[src/rtl/nvm_pkg.sv]
package nvm_pkg;
   // register offsets on the CPU bus
   localparam logic [2:0] REG_ADR_LO = 3'd0;
   localparam logic [2:0] REG_ADR_HI = 3'd1;
   localparam logic [2:0] REG_DAT_LO = 3'd2;
   localparam logic [2:0] REG_DAT_HI = 3'd3;
   localparam logic [2:0] REG_CTRL   = 3'd4;

   // control register bit positions
   localparam int CB_RD  = 0;
   localparam int CB_WR  = 1;
   localparam int CB_EN  = 2;
   localparam int CB_SEL = 7;

   // program table coefficients
   localparam int ROM_MUL = 45;
   localparam int ROM_ADD = 419;
endpackage

[src/rtl/nvm_prog_rom.sv]
module nvm_prog_rom
   import nvm_pkg::*;
#(
   parameter int ADDR_W     = 13,
   parameter int WORD_W     = 14,
   parameter int PROG_WORDS = 8192
) (
   input  logic [ADDR_W-1:0] addr,
   output logic [WORD_W-1:0] word
);
   localparam int PAW = $clog2(PROG_WORDS);

   logic [ADDR_W-1:0] eff;

   generate
      if (PAW > ADDR_W) begin : g_bad_depth
         $error("PROG_WORDS exceeds the address space");
      end
      if (PAW == ADDR_W) begin : g_full
         assign eff = addr;
      end else begin : g_wrap
         assign eff = {{(ADDR_W-PAW){1'b0}}, addr[PAW-1:0]};
      end
   endgenerate

   logic [WORD_W+ADDR_W-1:0] prod;
   always_comb begin
      prod = {{WORD_W{1'b0}}, eff} * (WORD_W+ADDR_W)'(ROM_MUL)
           + (WORD_W+ADDR_W)'(ROM_ADD);
      word = prod[WORD_W-1:0];
   end
endmodule

[src/rtl/nvm_data_array.sv]
module nvm_data_array #(
   parameter int AW = 8,
   parameter int DW = 8
) (
   input  logic          clk,
   input  logic          we,
   input  logic [AW-1:0] waddr,
   input  logic [DW-1:0] wdata,
   input  logic [AW-1:0] raddr,
   output logic [DW-1:0] rdata
);
   localparam int DEPTH = 1 << AW;

   logic [DW-1:0] cells [DEPTH];

   always_ff @(posedge clk) begin
      if (we) cells[waddr] <= wdata;
   end

   assign rdata = cells[raddr];
endmodule

[src/rtl/nvm_write_timer.sv]
module nvm_write_timer #(
   parameter int CYCLES = 16
) (
   input  logic clk,
   input  logic rst_n,
   input  logic start,
   output logic busy,
   output logic fire,
   output logic done
);
   localparam int CW = (CYCLES < 2) ? 1 : $clog2(CYCLES);

   generate
      if (CYCLES < 1) begin : g_bad_cycles
         $error("CYCLES must be at least 1");
      end
   endgenerate

   logic [CW-1:0] cnt;

   assign fire = busy && (cnt == '0);

   always_ff @(posedge clk or negedge rst_n) begin
      if (!rst_n) begin
         busy <= 1'b0;
         cnt  <= '0;
         done <= 1'b0;
      end else begin
         done <= fire;
         if (fire) begin
            busy <= 1'b0;
         end else if (busy) begin
            cnt <= cnt - 1'b1;
         end else if (start) begin
            busy <= 1'b1;
            cnt  <= CW'(CYCLES - 1);
         end
      end
   end

   a_r7_hold_until_count: assert property (@(posedge clk) disable iff (!rst_n)
      (busy && cnt != '0) |=> busy);
endmodule

[src/rtl/nvm_access_ctrl.sv]
module nvm_access_ctrl
   import nvm_pkg::*;
#(
   parameter int WR_CYCLES  = 16,
   parameter int PROG_WORDS = 8192,
   parameter int ADDR_W     = 13,
   parameter int WORD_W     = 14,
   parameter int DATA_AW    = 8
) (
   input  logic       clk,
   input  logic       rst_n,
   input  logic       bus_we,
   input  logic [2:0] bus_addr,
   input  logic [7:0] bus_wdata,
   output logic [7:0] bus_rdata,
   output logic       wr_done
);
   localparam int HI_ADR_W = ADDR_W - 8;
   localparam int HI_DAT_W = WORD_W - 8;

   generate
      if (ADDR_W < 9 || ADDR_W > 16) begin : g_bad_aw
         $error("ADDR_W must be 9..16");
      end
      if (WORD_W < 9 || WORD_W > 16) begin : g_bad_ww
         $error("WORD_W must be 9..16");
      end
      if (DATA_AW < 1 || DATA_AW > 8) begin : g_bad_daw
         $error("DATA_AW must be 1..8");
      end
   endgenerate

   logic [7:0]          adr_lo, dat_lo;
   logic [HI_ADR_W-1:0] adr_hi;
   logic [HI_DAT_W-1:0] dat_hi;
   logic                sel_q, wren_q, rd_go, rd_sel_q;
   logic [DATA_AW-1:0]  wr_addr_q;
   logic [7:0]          wr_data_q;
   logic                wr_busy, wr_fire;
   logic [WORD_W-1:0]   prog_word;
   logic [7:0]          mem_q;

   logic ctrl_wr, starts_ok, rd_req, wr_req;
   always_comb begin
      ctrl_wr   = bus_we && (bus_addr == REG_CTRL);
      starts_ok = ctrl_wr && !wr_busy && !rd_go;
      rd_req    = starts_ok && bus_wdata[CB_RD];
      wr_req    = starts_ok && bus_wdata[CB_WR] && !bus_wdata[CB_RD]
                  && bus_wdata[CB_EN] && !bus_wdata[CB_SEL];
   end

   always_ff @(posedge clk or negedge rst_n) begin
      if (!rst_n) begin
         adr_lo    <= '0;
         adr_hi    <= '0;
         dat_lo    <= '0;
         dat_hi    <= '0;
         sel_q     <= 1'b0;
         wren_q    <= 1'b0;
         rd_go     <= 1'b0;
         rd_sel_q  <= 1'b0;
         wr_addr_q <= '0;
         wr_data_q <= '0;
      end else begin
         if (bus_we) begin
            case (bus_addr)
               REG_ADR_LO: adr_lo <= bus_wdata;
               REG_ADR_HI: adr_hi <= bus_wdata[HI_ADR_W-1:0];
               REG_DAT_LO: dat_lo <= bus_wdata;
               REG_DAT_HI: dat_hi <= bus_wdata[HI_DAT_W-1:0];
               REG_CTRL: begin
                  sel_q  <= bus_wdata[CB_SEL];
                  wren_q <= bus_wdata[CB_EN];
               end
               default: ;
            endcase
         end
         rd_go <= rd_req;
         if (rd_req) rd_sel_q <= bus_wdata[CB_SEL];
         if (rd_go) begin
            if (rd_sel_q) begin
               dat_lo <= prog_word[7:0];
               dat_hi <= prog_word[WORD_W-1:8];
            end else begin
               dat_lo <= mem_q;
            end
         end
         if (wr_req) begin
            wr_addr_q <= adr_lo[DATA_AW-1:0];
            wr_data_q <= dat_lo;
         end
      end
   end

   always_comb begin
      case (bus_addr)
         REG_ADR_LO: bus_rdata = adr_lo;
         REG_ADR_HI: bus_rdata = {{(16-ADDR_W){1'b0}}, adr_hi};
         REG_DAT_LO: bus_rdata = dat_lo;
         REG_DAT_HI: bus_rdata = {{(16-WORD_W){1'b0}}, dat_hi};
         REG_CTRL:   bus_rdata = {sel_q, 4'b0000, wren_q, wr_busy, rd_go};
         default:    bus_rdata = 8'h00;
      endcase
   end

   nvm_prog_rom #(.ADDR_W(ADDR_W), .WORD_W(WORD_W), .PROG_WORDS(PROG_WORDS)) u_rom (
      .addr ({adr_hi, adr_lo}),
      .word (prog_word)
   );

   nvm_data_array #(.AW(DATA_AW), .DW(8)) u_data (
      .clk   (clk),
      .we    (wr_fire),
      .waddr (wr_addr_q),
      .wdata (wr_data_q),
      .raddr (adr_lo[DATA_AW-1:0]),
      .rdata (mem_q)
   );

   nvm_write_timer #(.CYCLES(WR_CYCLES)) u_timer (
      .clk   (clk),
      .rst_n (rst_n),
      .start (wr_req),
      .busy  (wr_busy),
      .fire  (wr_fire),
      .done  (wr_done)
   );

   a_r5_rd_self_clear: assert property (@(posedge clk) disable iff (!rst_n)
      rd_go |=> !rd_go);
   a_r11_never_both: assert property (@(posedge clk) disable iff (!rst_n)
      !(rd_go && wr_busy));
   a_r6_start_needs_enable: assert property (@(posedge clk) disable iff (!rst_n)
      $rose(wr_busy) |-> (wren_q && !sel_q));
   a_r8_done_on_clear: assert property (@(posedge clk) disable iff (!rst_n)
      $fell(wr_busy) |-> wr_done);
   a_r8_done_single: assert property (@(posedge clk) disable iff (!rst_n)
      wr_done |=> !wr_done);
   a_r9_latch_stable: assert property (@(posedge clk) disable iff (!rst_n)
      (wr_busy && $past(wr_busy)) |-> ($stable(wr_addr_q) && $stable(wr_data_q)));
endmodule

[config.mk]
export PLATFORM = sky130hd
export DESIGN_NAME = nvm_access_ctrl
export DESIGN_NICKNAME = d
export VERILOG_FILES = /design/src/rtl/nvm_pkg.sv /design/src/rtl/nvm_prog_rom.sv /design/src/rtl/nvm_data_array.sv /design/src/rtl/nvm_write_timer.sv /design/src/rtl/nvm_access_ctrl.sv
export SDC_FILE = /design/constraint.sdc
export NUM_CORES = 2
export LEC_CHECK = 0
export CAP_MARGIN = 10
export CELL_PAD_IN_SITES_DETAIL_PLACEMENT = 1
export CELL_PAD_IN_SITES_GLOBAL_PLACEMENT = 1
export CORE_ASPECT_RATIO = 0.6
export CORE_UTILIZATION = 45
export DETAILED_ROUTE_END_ITERATION = 16
export PLACE_DENSITY_LB_ADDON = 0.1
export SLEW_MARGIN = 10
export SYNTH_ARGS = -nofsm -noshare
export SYNTH_HDL_FRONTEND = slang
export SYNTH_SLANG_ARGS = --single-unit
[constraint.sdc]
create_clock -name clk -period 7.2 [get_ports clk]
set_input_delay 1.44 -clock clk [delete_from_list [all_inputs] [get_ports clk]]
set_output_delay 1.44 -clock clk [all_outputs]
set_load 0.005 [all_outputs]
Yosys cells after proc, flatten, opt, wreduce, memory -nomap -nowiden
Memories as Yosys holds them, arrays and structs flattened.
Cells that the tools add are included.
W data, S select, Z words.

operators by class
  add/sub/neg operators = 2
  $mul = 1
  equal/unequal tests = 4
  mux-type cells = 16
  bitwise operators = 1
  reduce and logical (&&, ||, !) cells = 23

operators with widths
  kind                     count
  $pmux W8 S5              1
  $mux W8                  4
  $mux W6                  4
  $add A14 B9 Y14 const B  1
  $mul A13 B6 Y14 const B  1
  $reduce_and A2 Y1        5
  $logic_and A1 B1 Y1      9
  $mux W4                  2
  $eq A3 B2 Y1 const B     2
  $reduce_bool A2 Y1       3
  $mux W1                  5
  $logic_not A1 Y1         4
  $logic_not A4 Y1         1
  $sub A4 B1 Y4 const B    1
  $eq A3 B1 Y1 const B     1
  $eq A3 B3 Y1 const B     1
  $logic_not A3 Y1         1
  $not A1 Y1               1

storage, ports and cells
  bits in registers = 53
  bits in writable memories = 2048
  input bits = 14
  output and inout bits = 9
  logic and storage cells = 61
  memories = 1

memory list
  name          depth  width  rd ports  clocked after memory_dff  write ports  line                  text
  u_data.cells  256    8      1         0                         1            nvm_data_array.sv:14  logic [DW-1:0] cells [DEPTH];

Longest topological paths before layout
  word-level depth = 11
  gate-level depth with buffers = 20
  gate-level depth less buffers = 16

By module
A second synthesis with hierarchy kept.

second synthesis, totals
  cell total of the unflattened synthesis = 4081
  area, all modules = 83427.5 um^2

modules (own cells, without submodules)
  module           times used  cells each  area an instance (um^2)
  nvm_data_array   1           3725        79396.1
  nvm_access_ctrl  1           180         2333.5
  nvm_prog_rom     1           150         1405.1
  nvm_write_timer  1           26          292.8

Worst setup path after synthesis
No wires, ideal clock.

  kind = register to register
  start point = reg adr_lo[3]
  end point = reg dat_hi[3]
  setup time = 0.077 ns
  data arrival time = 4.401 ns
  slack = 2.722 ns
  cell stages (with the launch flop) = 20
  clock period less this slack = 4.478 ns
  path through = dfrtp_1 > buf_2 > clkinv_1 > buf_1 > clkbuf_1 > ha_1 > inv_1 > ha_1 > inv_1 > fa_1 > fa_1 > inv_1 > ha_1 > a41o_1 > a21oi_1 > o21bai_1 > a211oi_1 > xnor2_1 > nor2_1 > a21oi_1

on the way
  longest elaborated chain between the ends = 4

RTL lines
  item                    line                   text
  from (decl)             nvm_access_ctrl.sv:33  logic [7:0] adr_lo, dat_lo;
  from (signal assigned)  nvm_access_ctrl.sv:67  REG_ADR_LO: adr_lo <= bus_wdata;
  $mul A13 B6 Y14         nvm_prog_rom.sv:28     prod = {{WORD_W{1'b0}}, eff} * (WORD_W+ADDR_W)'(ROM_MUL)
  $add A14 B9 Y14         nvm_prog_rom.sv:29     + (WORD_W+ADDR_W)'(ROM_ADD);
  $mux W6                 nvm_access_ctrl.sv:81  if (rd_sel_q) begin
  $mux W6                 nvm_access_ctrl.sv:80  if (rd_go) begin
  to (signal assigned)    nvm_access_ctrl.sv:70  REG_DAT_HI: dat_hi <= bus_wdata[HI_DAT_W-1:0];
  to (signal assigned)    nvm_access_ctrl.sv:83  dat_hi <= prog_word[WORD_W-1:8];
  to (decl)               nvm_access_ctrl.sv:35  logic [HI_DAT_W-1:0] dat_hi;

No other way between the ends.
A chain may end at the register's enable or synchronous reset.

Final worst setup path
  start point = in bus_addr[0]
  end point = out bus_rdata[3]

on the way
  longest elaborated chain between the ends = 2

RTL lines
  item                                        line                   text
  from (decl)                                 nvm_access_ctrl.sv:13  input logic [2:0] bus_addr,
  $eq A3 B3 Y1, or another cell as far along  nvm_access_ctrl.sv:96  case (bus_addr)
  $pmux W8 S5 *                               nvm_access_ctrl.sv:96
  to (decl)                                   nvm_access_ctrl.sv:15  output logic [7:0] bus_rdata,

Mark *: on every way between the ends. The rest lies on a longest branch, timed or not.

==> impl_metrics.tcl <==
set metrics [dict create \
    grt_max_degree 204 \
    status "complete, no violations" \
    r2r_end "dat_lo[2]$_DFFE_PN0P_" \
    crit_chain "clkdlybuf4s50_1, mux4_2, nor2b_1, clkdlybuf4s50_1" \
    initial_core_util_pct 45.6 \
    min_path_cells 1 \
    area_growth_pct 11.3 \
    post_cts_resized 0 \
    cts_buffers 199 \
    fin_setup_tns_ns 0 \
    r2r_start "adr_lo[0]$_DFFE_PN0P_" \
    multi_input_area_sq_mm 0.0190 \
    grt_usage_pct 27.2 \
    startpoint_type "input port" \
    met1_usage_pct 43.9 \
    syn_area_per_cell_sq_um 20.8 \
    nFillCells 16000 \
    crit_arrival_ns 3.59 \
    clock_latency_ns 0.87 \
    synth-edff-count 2048 \
    critPathSlowestCell "clkdlybuf4s50_1" \
    ctsHoldBuffers 0 \
    grt_use_met2_pct 36.5 \
    clock-sinks 2101 \
    cap_violations 0 \
    grt_setup_unrepaired "no" \
    relSlewSlack_pct 15.3 \
    die_h_microns 335 \
    drc 0 \
    synth_cell_types 70 \
    core_area_sq_mm 0.182 \
    dpl_worst_slack_ns 2.18 \
    portBuffers 22 \
    max_freq_ghz 0.199 \
    finalHoldViolCount 0 \
    pin_count 23 \
    r2r_setup_slack_ns 2.58 \
    drt_iter0_drc 5882 \
    hpwl_mm 156 \
    wire_per_inst_microns 37.6 \
    cts_max_level 4 \
    syn_inst 3998 \
    clock_skew_ns 0.0616 \
    cts_tree "yes" \
    cts_root_buf "clkbuf_16" \
    via_per_inst 6.32 \
    worstSetupPathType "input port to primary output" \
    clockBufferDepth 4 \
    netlist.area_leader.share_pct 73.9 \
    powerDensity_mw_per_mm2 327 \
    ys_seq_area_share_pct 75.5 \
    hold_end "wren_q$_DFFE_PN0P_" \
    worst_pin_slew_ns 1.27 \
    grt.busiest_layer "met1" \
    synth_nets 4068 \
    path_clk_slew_ns 0.06 \
    layout_common_cells "edfxtp_1 (2048), mux4_2 (538), nor2_1 (297)" \
    worstPathMaxFanout 16 \
    ir_worst_vdd_mv 0.232 \
    floorplan.rows 121 \
    crit_required_ns 5.76 \
    gp_congestion 0.847 \
    ys.flop_type "edfxtp_1" \
    post_cts_buffers 0 \
    grt_antenna_before_repair 26 \
    routed_wl_mm 253 \
    p_leak_uw 0.0296 \
    yosysWarnings 0 \
    regArea_sq_mm 0.0629 \
    die_x_microns 557 \
    async_reset_ff_share_pct 2.52 \
    hold_start "wren_q$_DFFE_PN0P_" \
    cpMostUsedCell "clkdlybuf4s50_1" \
    setup_viol 0 \
    dieArea_sq_mm 0.187 \
    critPathMaxStageDelay_ns 0.94 \
    timing.final.crit_share_pct 69.9 \
    fin_crit_ns 5.03 \
    min_path_type "register to register" \
    drive_gt1_share_pct 23.6 \
    fin_nets 4162 \
    use_met3_pct 7.87 \
    synth_area_leader_cell "edfxtp_1" \
    fin_ws_ns 2.17 \
    grt_pass1_vias 41600 \
    vias 42400 \
    finalMaxSlewViolations 0 \
    grt_remaining_overflow 0 \
    mostFrequentLayoutCell "edfxtp_1" \
    drtAntennaViolNets 0 \
    synth.top_cells.by_area "edfxtp_1 (74%), mux4_2 (15%), dfrtp_1 (1.6%), nor2_1 (1.4%), mux2i_1 (0.93%)" \
    reg2reg_depth 8 \
    grt_first_pass_wirelength_mm 349 \
    dr.pass1.iters 6 \
    synth_area_sq_mm 0.0832 \
    ys_ff_latch 2101 \
    endpoint_kind "primary output" \
]
==> flip-flops by register name, summed over array words and instances, names as in the netlist, 4 cells and up <==
signal and count:
wr_data_q 8, adr_lo 8, wr_addr_q 8, dat_hi 6
u_timer.cnt 4, adr_hi 5, dat_lo 8, u_data.cells 2048
==> cell type report <==
| class | count | share of cell area, % |
|---|---|---|
| multi-input combinational | 1623 | 20.5 |
| clock inverter | 109 | 1.13 |
| antenna | 3 | 0.00811 |
| tap | 2460 | 3.32 |
| timing repair buffer | 125 | 1.27 |
| clock buffer | 246 | 5.70 |
| inverter | 42 | 0.172 |
| sequential | 2101 | 67.9 |
==> metal layers <==
metal | vias up | wire (microns)
met1 | 23200 | 117000
met4 | 4 | 4640
met2 | 2135 | 103000
met3 | 296 | 27400
met5 | - | 27
li1 | 16700 | -
==> stage by stage <==
stage	area, sq um	hold WS, ns	total power [uW]	std cells	utilization, %
global placement	86200	0.516	19900	6349	47.3
finish	92600	0.555	30300	6709	50.8
global route	92600	0.573	31200	6707	50.8
floorplan	83200	0.480	17700	3998	-
CTS	92600	0.549	30400	6706	50.8
detailed placement	86300	0.528	19900	6351	47.3
==> cells in the mapped netlist (4+ instances only) <==
cell	n
a2111oi_0	8
a211oi_1	13
a21oi_1	57
a221oi_1	17
a22o_1	14
a22oi_1	56
a31o_1	4
a31oi_1	11
and2_1	12
and3_1	6
buf_1	15
buf_2	46
buf_4	29
buf_6	29
clkbuf_1	109
dfrtp_1	53
edfxtp_1	2048
fa_1	20
ha_1	36
inv_1	36
mux2_2	27
mux2i_1	77
mux4_2	538
nand2_1	135
nand2b_1	7
nand3_1	48
nand4_1	12
nor2_1	302
nor2b_1	19
nor3_1	21
nor4_1	14
o211ai_1	6
o21ai_0	44
o221ai_1	7
o22ai_1	31
o31ai_1	6
o32ai_1	5
or2_2	5
or3_1	5
or4_1	4
xnor2_1	14
xor2_1	4
==> critical path: cells and delay by family <==
kind	cells	cell delay, ns
AND/OR/NAND/NOR	1	0.14
multiplexers	1	0.58
buffers and inverters	2	1.41
==> power by group <==
group	internal, uW	total (uW)	switching [uW]
logic	2200	5800	3600
registers	13700	13900	292
clock network	5880	10500	4650
total	21700	30300	8550
==> worst max path at each step <==
stage / startpoint / slack (ns) / to
2_1_floorplan: adr_lo[3]$_DFFE_PN0P_ / 2.72 / dat_hi[3]$_DFF_PN0_
3_3_place_gp: bus_addr[0] / 2.20 / bus_rdata[0]
3_5_place_dp: bus_addr[0] / 2.18 / bus_rdata[3]
4_1_cts: bus_addr[0] / 2.19 / bus_rdata[3]
5_1_grt: bus_addr[1] / 2.03 / bus_rdata[2]
6_report: bus_addr[0] / 2.17 / bus_rdata[3]
==> cell families after synthesis <==
logic type / count (synthesis) / share of synthesized area (%)
muxes: 643 / 15.9
adders and majority gates: 56 / 1.02
DFF: 2101 / 75.5
AOI/OAI and AO/OA: 307 / 2.52
and+or+nand+nor: 599 / 3.11
buffers and inverters: 274 / 1.76
xor gates and xnor gates: 18 / 0.190
No activity file was read; power rests on OpenSTA's default activity.
